===== config.mk =====
export PLATFORM = sky130hd
export DESIGN_NAME = hdb3_line_codec
export DESIGN_NICKNAME = d
export VERILOG_FILES = /design/src/rtl/hdb3_pkg.sv /design/src/rtl/hdb3_subst_buf.sv /design/src/rtl/hdb3_pulse_drv.sv /design/src/rtl/hdb3_rx_decode.sv /design/src/rtl/hdb3_line_codec.sv
export SDC_FILE = /design/constraint.sdc
export NUM_CORES = 1
export LEC_CHECK = 0
export BUFFER_PORTS_ARGS = -buffer_cell sky130_fd_sc_hd__buf_2
export CORE_UTILIZATION = 55
export CTS_CLUSTER_SIZE = 20
export DETAILED_ROUTE_END_ITERATION = 8
export PLACE_DENSITY = 0.83
export RECOVER_POWER = 25
export SLEW_MARGIN = 10
export SYNTH_ARGS = -nofsm -noshare
export SYNTH_HDL_FRONTEND = slang
export SYNTH_SLANG_ARGS = --single-unit

===== constraint.sdc =====
create_clock -name clk -period 1.91 [get_ports clk]
set_clock_uncertainty 0.2 [all_clocks]
set_input_delay 0.382 -clock clk [delete_from_list [all_inputs] [get_ports clk]]
set_output_delay 0.382 -clock clk [all_outputs]
set_load 0.005 [all_outputs]

===== src/rtl/hdb3_pkg.sv =====
`timescale 1ns/1ps
package hdb3_pkg;
  // Kind of symbol sitting in a transmit buffer slot.
  typedef enum logic [1:0] {
    SYM_ZERO = 2'd0,
    SYM_MARK = 2'd1,
    SYM_BAL  = 2'd2,
    SYM_VIOL = 2'd3
  } sym_kind_e;
endpackage


===== src/rtl/hdb3_subst_buf.sv =====
`timescale 1ns/1ps
// Holds RUN_LEN bits in flight and rewrites a full zero run in place.
module hdb3_subst_buf
  import hdb3_pkg::*;
#(
  parameter int RUN_LEN = 4
) (
  input  logic      clk,
  input  logic      rst,
  input  logic      en,
  input  logic      din,
  output sym_kind_e head
);
  localparam int LAST = RUN_LEN - 1;

  sym_kind_e slot_q [RUN_LEN];
  logic      pulses_odd_q;   // parity of pulses since the last violation
  logic      run_full;

  // The newest RUN_LEN-1 slots plus the incoming bit form the zero window.
  always_comb begin
    run_full = ~din;
    for (int i = 0; i < LAST; i++) begin
      if (slot_q[i] != SYM_ZERO) run_full = 1'b0;
    end
  end

  always_ff @(posedge clk) begin
    if (rst) begin
      for (int i = 0; i < RUN_LEN; i++) slot_q[i] <= SYM_ZERO;
      pulses_odd_q <= 1'b0;
    end else if (en) begin
      for (int i = 1; i < RUN_LEN; i++) slot_q[i] <= slot_q[i-1];
      if (run_full) begin
        slot_q[0] <= SYM_VIOL;
        if (!pulses_odd_q) slot_q[LAST] <= SYM_BAL;
        pulses_odd_q <= 1'b0;
      end else begin
        slot_q[0] <= din ? SYM_MARK : SYM_ZERO;
        if (din) pulses_odd_q <= ~pulses_odd_q;
      end
    end
  end

  assign head = slot_q[LAST];
endmodule


===== src/rtl/hdb3_pulse_drv.sv =====
`timescale 1ns/1ps
// Assigns polarity to the symbol leaving the buffer and registers the rails.
module hdb3_pulse_drv
  import hdb3_pkg::*;
#(
  parameter int RUN_LEN = 4
) (
  input  logic      clk,
  input  logic      rst,
  input  logic      en,
  input  sym_kind_e kind,
  output logic      pos_q,
  output logic      neg_q
);
  localparam int CW = $clog2(RUN_LEN + 1) + 1;

  logic last_pos_q;   // 1: previous pulse was positive

  always_ff @(posedge clk) begin
    if (rst) begin
      pos_q      <= 1'b0;
      neg_q      <= 1'b0;
      last_pos_q <= 1'b0;
    end else if (en) begin
      unique case (kind)
        SYM_ZERO: begin
          pos_q <= 1'b0;
          neg_q <= 1'b0;
        end
        SYM_MARK, SYM_BAL: begin
          pos_q      <= ~last_pos_q;
          neg_q      <= last_pos_q;
          last_pos_q <= ~last_pos_q;
        end
        SYM_VIOL: begin
          pos_q <= last_pos_q;
          neg_q <= ~last_pos_q;
        end
        default: begin
          pos_q <= 1'b0;
          neg_q <= 1'b0;
        end
      endcase
    end
  end

  // Observation state for the checks below.
  logic [CW-1:0] fill_q;
  logic [CW-1:0] zrun_q;
  logic          vpos_q;   // polarity of last violation, reset negative

  always_ff @(posedge clk) begin
    if (rst) begin
      fill_q <= '0;
      zrun_q <= '0;
      vpos_q <= 1'b0;
    end else if (en) begin
      if (fill_q != CW'(RUN_LEN)) fill_q <= fill_q + 1'b1;
      if (kind == SYM_ZERO) begin
        if (zrun_q != '1) zrun_q <= zrun_q + 1'b1;
      end else begin
        zrun_q <= '0;
      end
      if (kind == SYM_VIOL) vpos_q <= last_pos_q;
    end
  end

  AST_RAIL_EXCL: assert property (@(posedge clk) disable iff (rst)
    !(pos_q && neg_q));
  AST_RAIL_HOLD: assert property (@(posedge clk) disable iff (rst)
    !en |=> ($stable(pos_q) && $stable(neg_q)));
  AST_ZERO_RUN: assert property (@(posedge clk) disable iff (rst)
    (en && fill_q == CW'(RUN_LEN) && kind == SYM_ZERO) |-> (zrun_q < CW'(RUN_LEN - 1)));
  AST_VIOL_ALT: assert property (@(posedge clk) disable iff (rst)
    (en && kind == SYM_VIOL) |-> (last_pos_q != vpos_q));
endmodule


===== src/rtl/hdb3_rx_decode.sv =====
`timescale 1ns/1ps
// Receive side: strips substitutions and flags illegal pulse patterns.
module hdb3_rx_decode #(
  parameter int RUN_LEN = 4
) (
  input  logic clk,
  input  logic rst,
  input  logic en,
  input  logic lp,
  input  logic ln,
  output logic bit_q,
  output logic err_q
);
  localparam int LAST = RUN_LEN - 1;
  localparam int GW   = $clog2(RUN_LEN);
  localparam logic [GW-1:0] GAP_MIN = GW'(RUN_LEN - 2);

  logic [RUN_LEN-1:0] dbuf_q;
  logic               last_pos_q;
  logic               vpos_q;
  logic [GW-1:0]      gap_q;

  logic pulse, both, same, is_v, bad;

  always_comb begin
    pulse = lp ^ ln;
    both  = lp & ln;
    same  = pulse && (lp == last_pos_q);
    is_v  = same && (gap_q >= GAP_MIN);
    bad   = both || (same && !is_v) || (is_v && (lp == vpos_q));
  end

  always_ff @(posedge clk) begin
    if (rst) begin
      dbuf_q     <= '0;
      last_pos_q <= 1'b0;
      vpos_q     <= 1'b0;
      gap_q      <= '0;
      bit_q      <= 1'b0;
      err_q      <= 1'b0;
    end else if (en) begin
      bit_q <= dbuf_q[LAST];
      err_q <= bad;
      for (int i = 1; i < RUN_LEN; i++) dbuf_q[i] <= is_v ? 1'b0 : dbuf_q[i-1];
      dbuf_q[0] <= pulse && !is_v;
      if (pulse) last_pos_q <= lp;
      if (is_v)  vpos_q     <= lp;
      if (pulse || both)        gap_q <= '0;
      else if (gap_q < GAP_MIN) gap_q <= gap_q + 1'b1;
    end else begin
      err_q <= 1'b0;
    end
  end

  AST_BOTH_FLAG: assert property (@(posedge clk) disable iff (rst)
    (en && lp && ln) |=> err_q);
  AST_ERR_QUIET: assert property (@(posedge clk) disable iff (rst)
    !en |=> !err_q);
  AST_DEC_HOLD: assert property (@(posedge clk) disable iff (rst)
    !en |=> $stable(bit_q));
endmodule


===== src/rtl/hdb3_line_codec.sv =====
`timescale 1ns/1ps
module hdb3_line_codec
  import hdb3_pkg::*;
#(
  parameter int RUN_LEN = 4
) (
  input  logic clk,
  input  logic rst,
  input  logic bit_en,
  input  logic bit_in,
  output logic pos_out,
  output logic neg_out,
  input  logic dec_en,
  input  logic dec_p,
  input  logic dec_n,
  output logic dec_bit,
  output logic dec_err
);
  sym_kind_e head_kind;

  hdb3_subst_buf #(.RUN_LEN(RUN_LEN)) u_buf (
    .clk (clk),
    .rst (rst),
    .en  (bit_en),
    .din (bit_in),
    .head(head_kind)
  );

  hdb3_pulse_drv #(.RUN_LEN(RUN_LEN)) u_drv (
    .clk  (clk),
    .rst  (rst),
    .en   (bit_en),
    .kind (head_kind),
    .pos_q(pos_out),
    .neg_q(neg_out)
  );

  hdb3_rx_decode #(.RUN_LEN(RUN_LEN)) u_dec (
    .clk  (clk),
    .rst  (rst),
    .en   (dec_en),
    .lp   (dec_p),
    .ln   (dec_n),
    .bit_q(dec_bit),
    .err_q(dec_err)
  );
endmodule


### Yosys cells after proc, flatten, opt, wreduce, memory -nomap -nowiden

Memories as Yosys holds them, arrays and structs flattened.
Cells that the tools add are included.

* add/subtract/negate cells: 1
* multiply operators: 0
* div/mod/pow operators: 0
* magnitude comparators: 2
* equal/unequal tests: 5
* shift operators: 0
* multiplexer cells: 37
* bitwise operators: 12
* reduce and logical (&&, ||, !) cells: 22

Operators by type and width (number)
* 1-bit 2-to-1 mux: 27
* 2-bit 2-to-1 mux: 8
* 2-bit AND reduction: 5
* 2-bit nonzero test: 5
* 1-bit bitwise OR: 6
* 1-bit one-hot mux with 3 select lines: 2
* 1-bit logical AND: 5
* 2-bit == test, second input constant: 2
* 1-bit NOT: 4
* 2-bit OR reduction: 2
* 1-bit logical OR: 3
* 2-bit by 1-bit adder with 2-bit output, second input constant: 1
* 1-bit == test: 2
* 2-bit by 1-bit == test with 1-bit output, second input constant: 1
* 2-bit greater-or-equal comparator, second input constant: 1
* 2-bit zero test: 1
* 2-bit < comparator, second input constant: 1
* 1-bit AND: 1
* 1-bit zero test: 1
* 1-bit XOR: 1

* register bits: 14
* latch bits: 0
* bits in writable memories: 8
* memory bits (read-only): 0
* output and inout bits: 4
* logic and storage cells: 90
* memories: 1

Memory list
* u_buf.slot_q: depth 4, width 2, read ports 4, clocked after Yosys merged registers in 0, write ports 4, RTL line hdb3_subst_buf.sv:16 `sym_kind_e slot_q [RUN_LEN];`

### Longest topological paths before layout

An unclocked memory read counts as a cell.

* depth in word-level cells: 11
* mapped depth: 6
* depth with buffers taken out: 5

### Hierarchy

Synthesis repeated with hierarchy kept, for this count alone.

* cell total of the unflattened synthesis: 98
* area total of the unflattened synthesis: 1019.7 um^2

By module, submodules not included
* hdb3_rx_decode: times used 1, cells each 53, area an instance 481.7 um^2, seq. area each 200.2 um^2
* hdb3_subst_buf: times used 1, cells each 32, area an instance 400.4 um^2, seq. area each 240.2 um^2
* hdb3_pulse_drv: times used 1, cells each 13, area an instance 137.6 um^2, seq. area each 60.1 um^2

### Worst setup path before layout

OpenSTA, ideal clock, no wires.

* path kind: input to register
* start point: in dec_p
* end point: reg u_dec.vpos_q
* setup time: 0.074 ns
* data arrival time: 1.439 ns
* path slack: 0.196 ns
* stages on the path: 6
* path buffers: 1
* path through: clkbuf_2 -> inv_1 -> ha_1 -> o211ai_1 -> or2_2 -> a31oi_1

* word-level cells in the longest chain between the ends: 4
* elaborated cells on any way between the ends: 5

Ends and longest elaborated chain
* start, declared: RTL line hdb3_line_codec.sv:14 `input logic dec_p,`
* 1-bit XOR or 1-bit == test (tied branches): RTL line hdb3_rx_decode.sv:26, hdb3_rx_decode.sv:28
* 1-bit logical AND: RTL line hdb3_rx_decode.sv:28 `same = pulse && (lp == last_pos_q);`
* 1-bit logical AND: RTL line hdb3_rx_decode.sv:29 `is_v = same && (gap_q >= GAP_MIN);`
* 2-bit AND reduction (no line)
* end signal, assigned: RTL line hdb3_rx_decode.sv:47 `if (is_v) vpos_q <= lp;`
* end, declared: RTL line hdb3_rx_decode.sv:20 `logic vpos_q;`

Parallel ways exist; a longest one is shown, timed or not.
A chain may end at the register's enable or synchronous reset.

### Final worst setup path

Ends and elaborated chain as after synthesis.

==> metrics.txt <==
fillers 149; Num Clock Sinks 22; wire per inst 12.5 um; register area share after synthesis 49.3%; Worst setup SP type input port; Yosys cell types 29; Max IR drop VDD 0.000562 V; share of layout cells above drive strength 1 14.3%; actual slew at the worst max-slew pin 693 ps; Total Neg Setup Slack 0 ps; Primary FF master, synth dfxtp_1; Seq cells post-synth 22; minimum clock period 1560 ps; layout net count 124; post-cts sizing count 0; RSZ-0062 raised after global routing false; worst endpoint data arrival time 1600 ps; root buf cell clkbuf_4; kind of critical path input port to flip-flop; core area 1730 um2; number of global-route vias before repair 707; cts hold-fix bufs 0; Starting Density 58.8%; Hold Fails Final Rpt 0; Worst Setup End Kind flip-flop; Die Width 45.0 um; port bufs 10; Via Count 743; CTS tree done; DPL Wire Length 1220 um; Req. time, crit path 1950 ps; Warnings, synthesis 0; largest net degree at the start of global routing 17; fmax 0.641 GHz; worst hold path class input port to flip-flop; CP Max Fanout 8; drt drc 0; maximum buffer depth of the clock tree 2; Final setup viols 0; Pre-antenna DRT Iters 4; setup bufs post-CTS 0; FFs w/ async S/R, synth 0%; Post-Route WL 1720 um; Final GP Congestion 0.937; Worst-Skew Late Latency 300 ps; Routed Antenna Nets 0; Post-Syn Area 1010 um2; power per cell area 789 nW/um2; die area 2020 um2; H-tree levels 1; EDFF count, synth 6; max-slew headroom at the worst pin 53.8%; grt total ovfl 0; Pwr Total 876 uW; antenna violations before repair 0; syn_area_per_cell 9.95 um2; GRT Overall Usage 20.2%; outcome finished clean; Final Core Density 64.3%; Max Cap Violations 0; Num CTS Buffers 3; Die Y 45.0 um; period utilization 81.7%; Boundary Pins 11; synthesized instance count 102; via-per-instance ratio 5.42; global-route wire length before repair 2920 um; row cnt 15; CTS clk-pin slew, worst paths 120 ps; most common cell after layout, fill and taps aside dfxtp_1; DRT iter0 DRCs 13; Post-Syn Nets 113; leak pwr 0.000430 uW; most frequent cells in the layout dfxtp_1, nor2_1, buf_2; antenna diode count 0; Area growth syn-to-layout 9.49%; max-slew violation count 0
-- state kept, by name, indices dropped and copies added, names as in the netlist --
name and count:
u_buf.slot_q 8, u_dec.dbuf_q 4, u_dec.gap_q 2, u_buf.pulses_odd_q 1, u_dec.bit_q 1, u_dec.err_q 1
u_dec.last_pos_q 1, u_dec.vpos_q 1, u_drv.last_pos_q 1, u_drv.neg_q 1, u_drv.pos_q 1
-- per-stage QoR --
stage | cell area, um2 | worst slack (ps) | hold WS, ps | std cells
finish | 1110 | 349 | 190 | 137
global route | 1110 | 209 | 207 | 137
CTS | 1110 | 394 | 188 | 137
detailed placement | 1080 | 41.4 | 269 | 133
global placement | 1080 | 147 | 257 | 133
floorplan | 1010 | 196 | 245 | 102
-- synth_stat cells, types with 2 or more instances --
library cell	n	share of area, %
xor2_1	2	1.7
o21bai_1	2	1.5
nand2_1	6	2.2
or2_2	2	1.2
ha_1	4	4.9
buf_2	2	0.99
mux2i_1	6	5.9
a21oi_1	6	3.0
o21ai_0	2	0.99
nor2b_1	2	1.2
and2_1	5	3.1
nand3_1	3	1.5
a31oi_1	4	2.5
inv_1	6	2.2
nor2_1	10	3.7
edfxtp_1	6	18
a211oi_1	3	2.2
dfxtp_1	16	32
nand2b_1	5	3.1
-- area by class of cell --
| cell class | count | area (um2) | share of cell area [%] |
|---|---|---|---|
| Inverter | 6 | 22.5 | 2.03 |
| Timing Repair Buffer | 10 | 47.5 | 4.28 |
| Multi-Input combinational cell | 70 | 473 | 42.6 |
| Tap cell | 25 | 31.3 | 2.82 |
| Clock buffer | 4 | 36.3 | 3.27 |
| Sequential cell | 22 | 500 | 45.0 |
-- final timing paths --
| path | start | end | slack [ps] | cells past startpoint |
|---|---|---|---|---|
| setup / recovery | dec_p | u_dec.vpos_q | 350 | 6 |
| hold / removal | dec_p | u_dec.err_q | 190 | 3 |
| setup reg to reg | u_dec.gap_q[1] | u_dec.vpos_q | 380 | 4 |
| hold reg to reg | u_dec.dbuf_q[0] | u_dec.dbuf_q[0] | 290 | 2 |
-- worst max-delay path, stage by stage --
cell,delay (ps)
buf_2,150
inv_1,60
ha_1,360
o211ai_1,160
or2_2,330
a31oi_1,150
-- cells by family after synthesis --
| kind of cell | Yosys count | synth area share [%] |
|---|---|---|
| simple gates | 36 | 19.7 |
| compound gates | 22 | 14.3 |
| flops | 22 | 49.3 |
| buf+inv | 10 | 4.07 |
| mux | 6 | 5.92 |
| fa+ha+maj | 4 | 4.93 |
| xor+xnor | 2 | 1.73 |
-- routing by layer --
metal	global-route usage, %	vias to the layer above	wire length, um
met5	0	-	0
met2	31.9	14	781
met4	7.27	0	14
li1	-	378	-
met1	25.5	349	857
met3	7.20	2	63
-- report_power, final --
part | switching [uW] | internal [uW]
clock network | 139 | 116
logic | 56.8 | 43.4
registers | 17.3 | 503
Power figures use the tool's default switching activity.
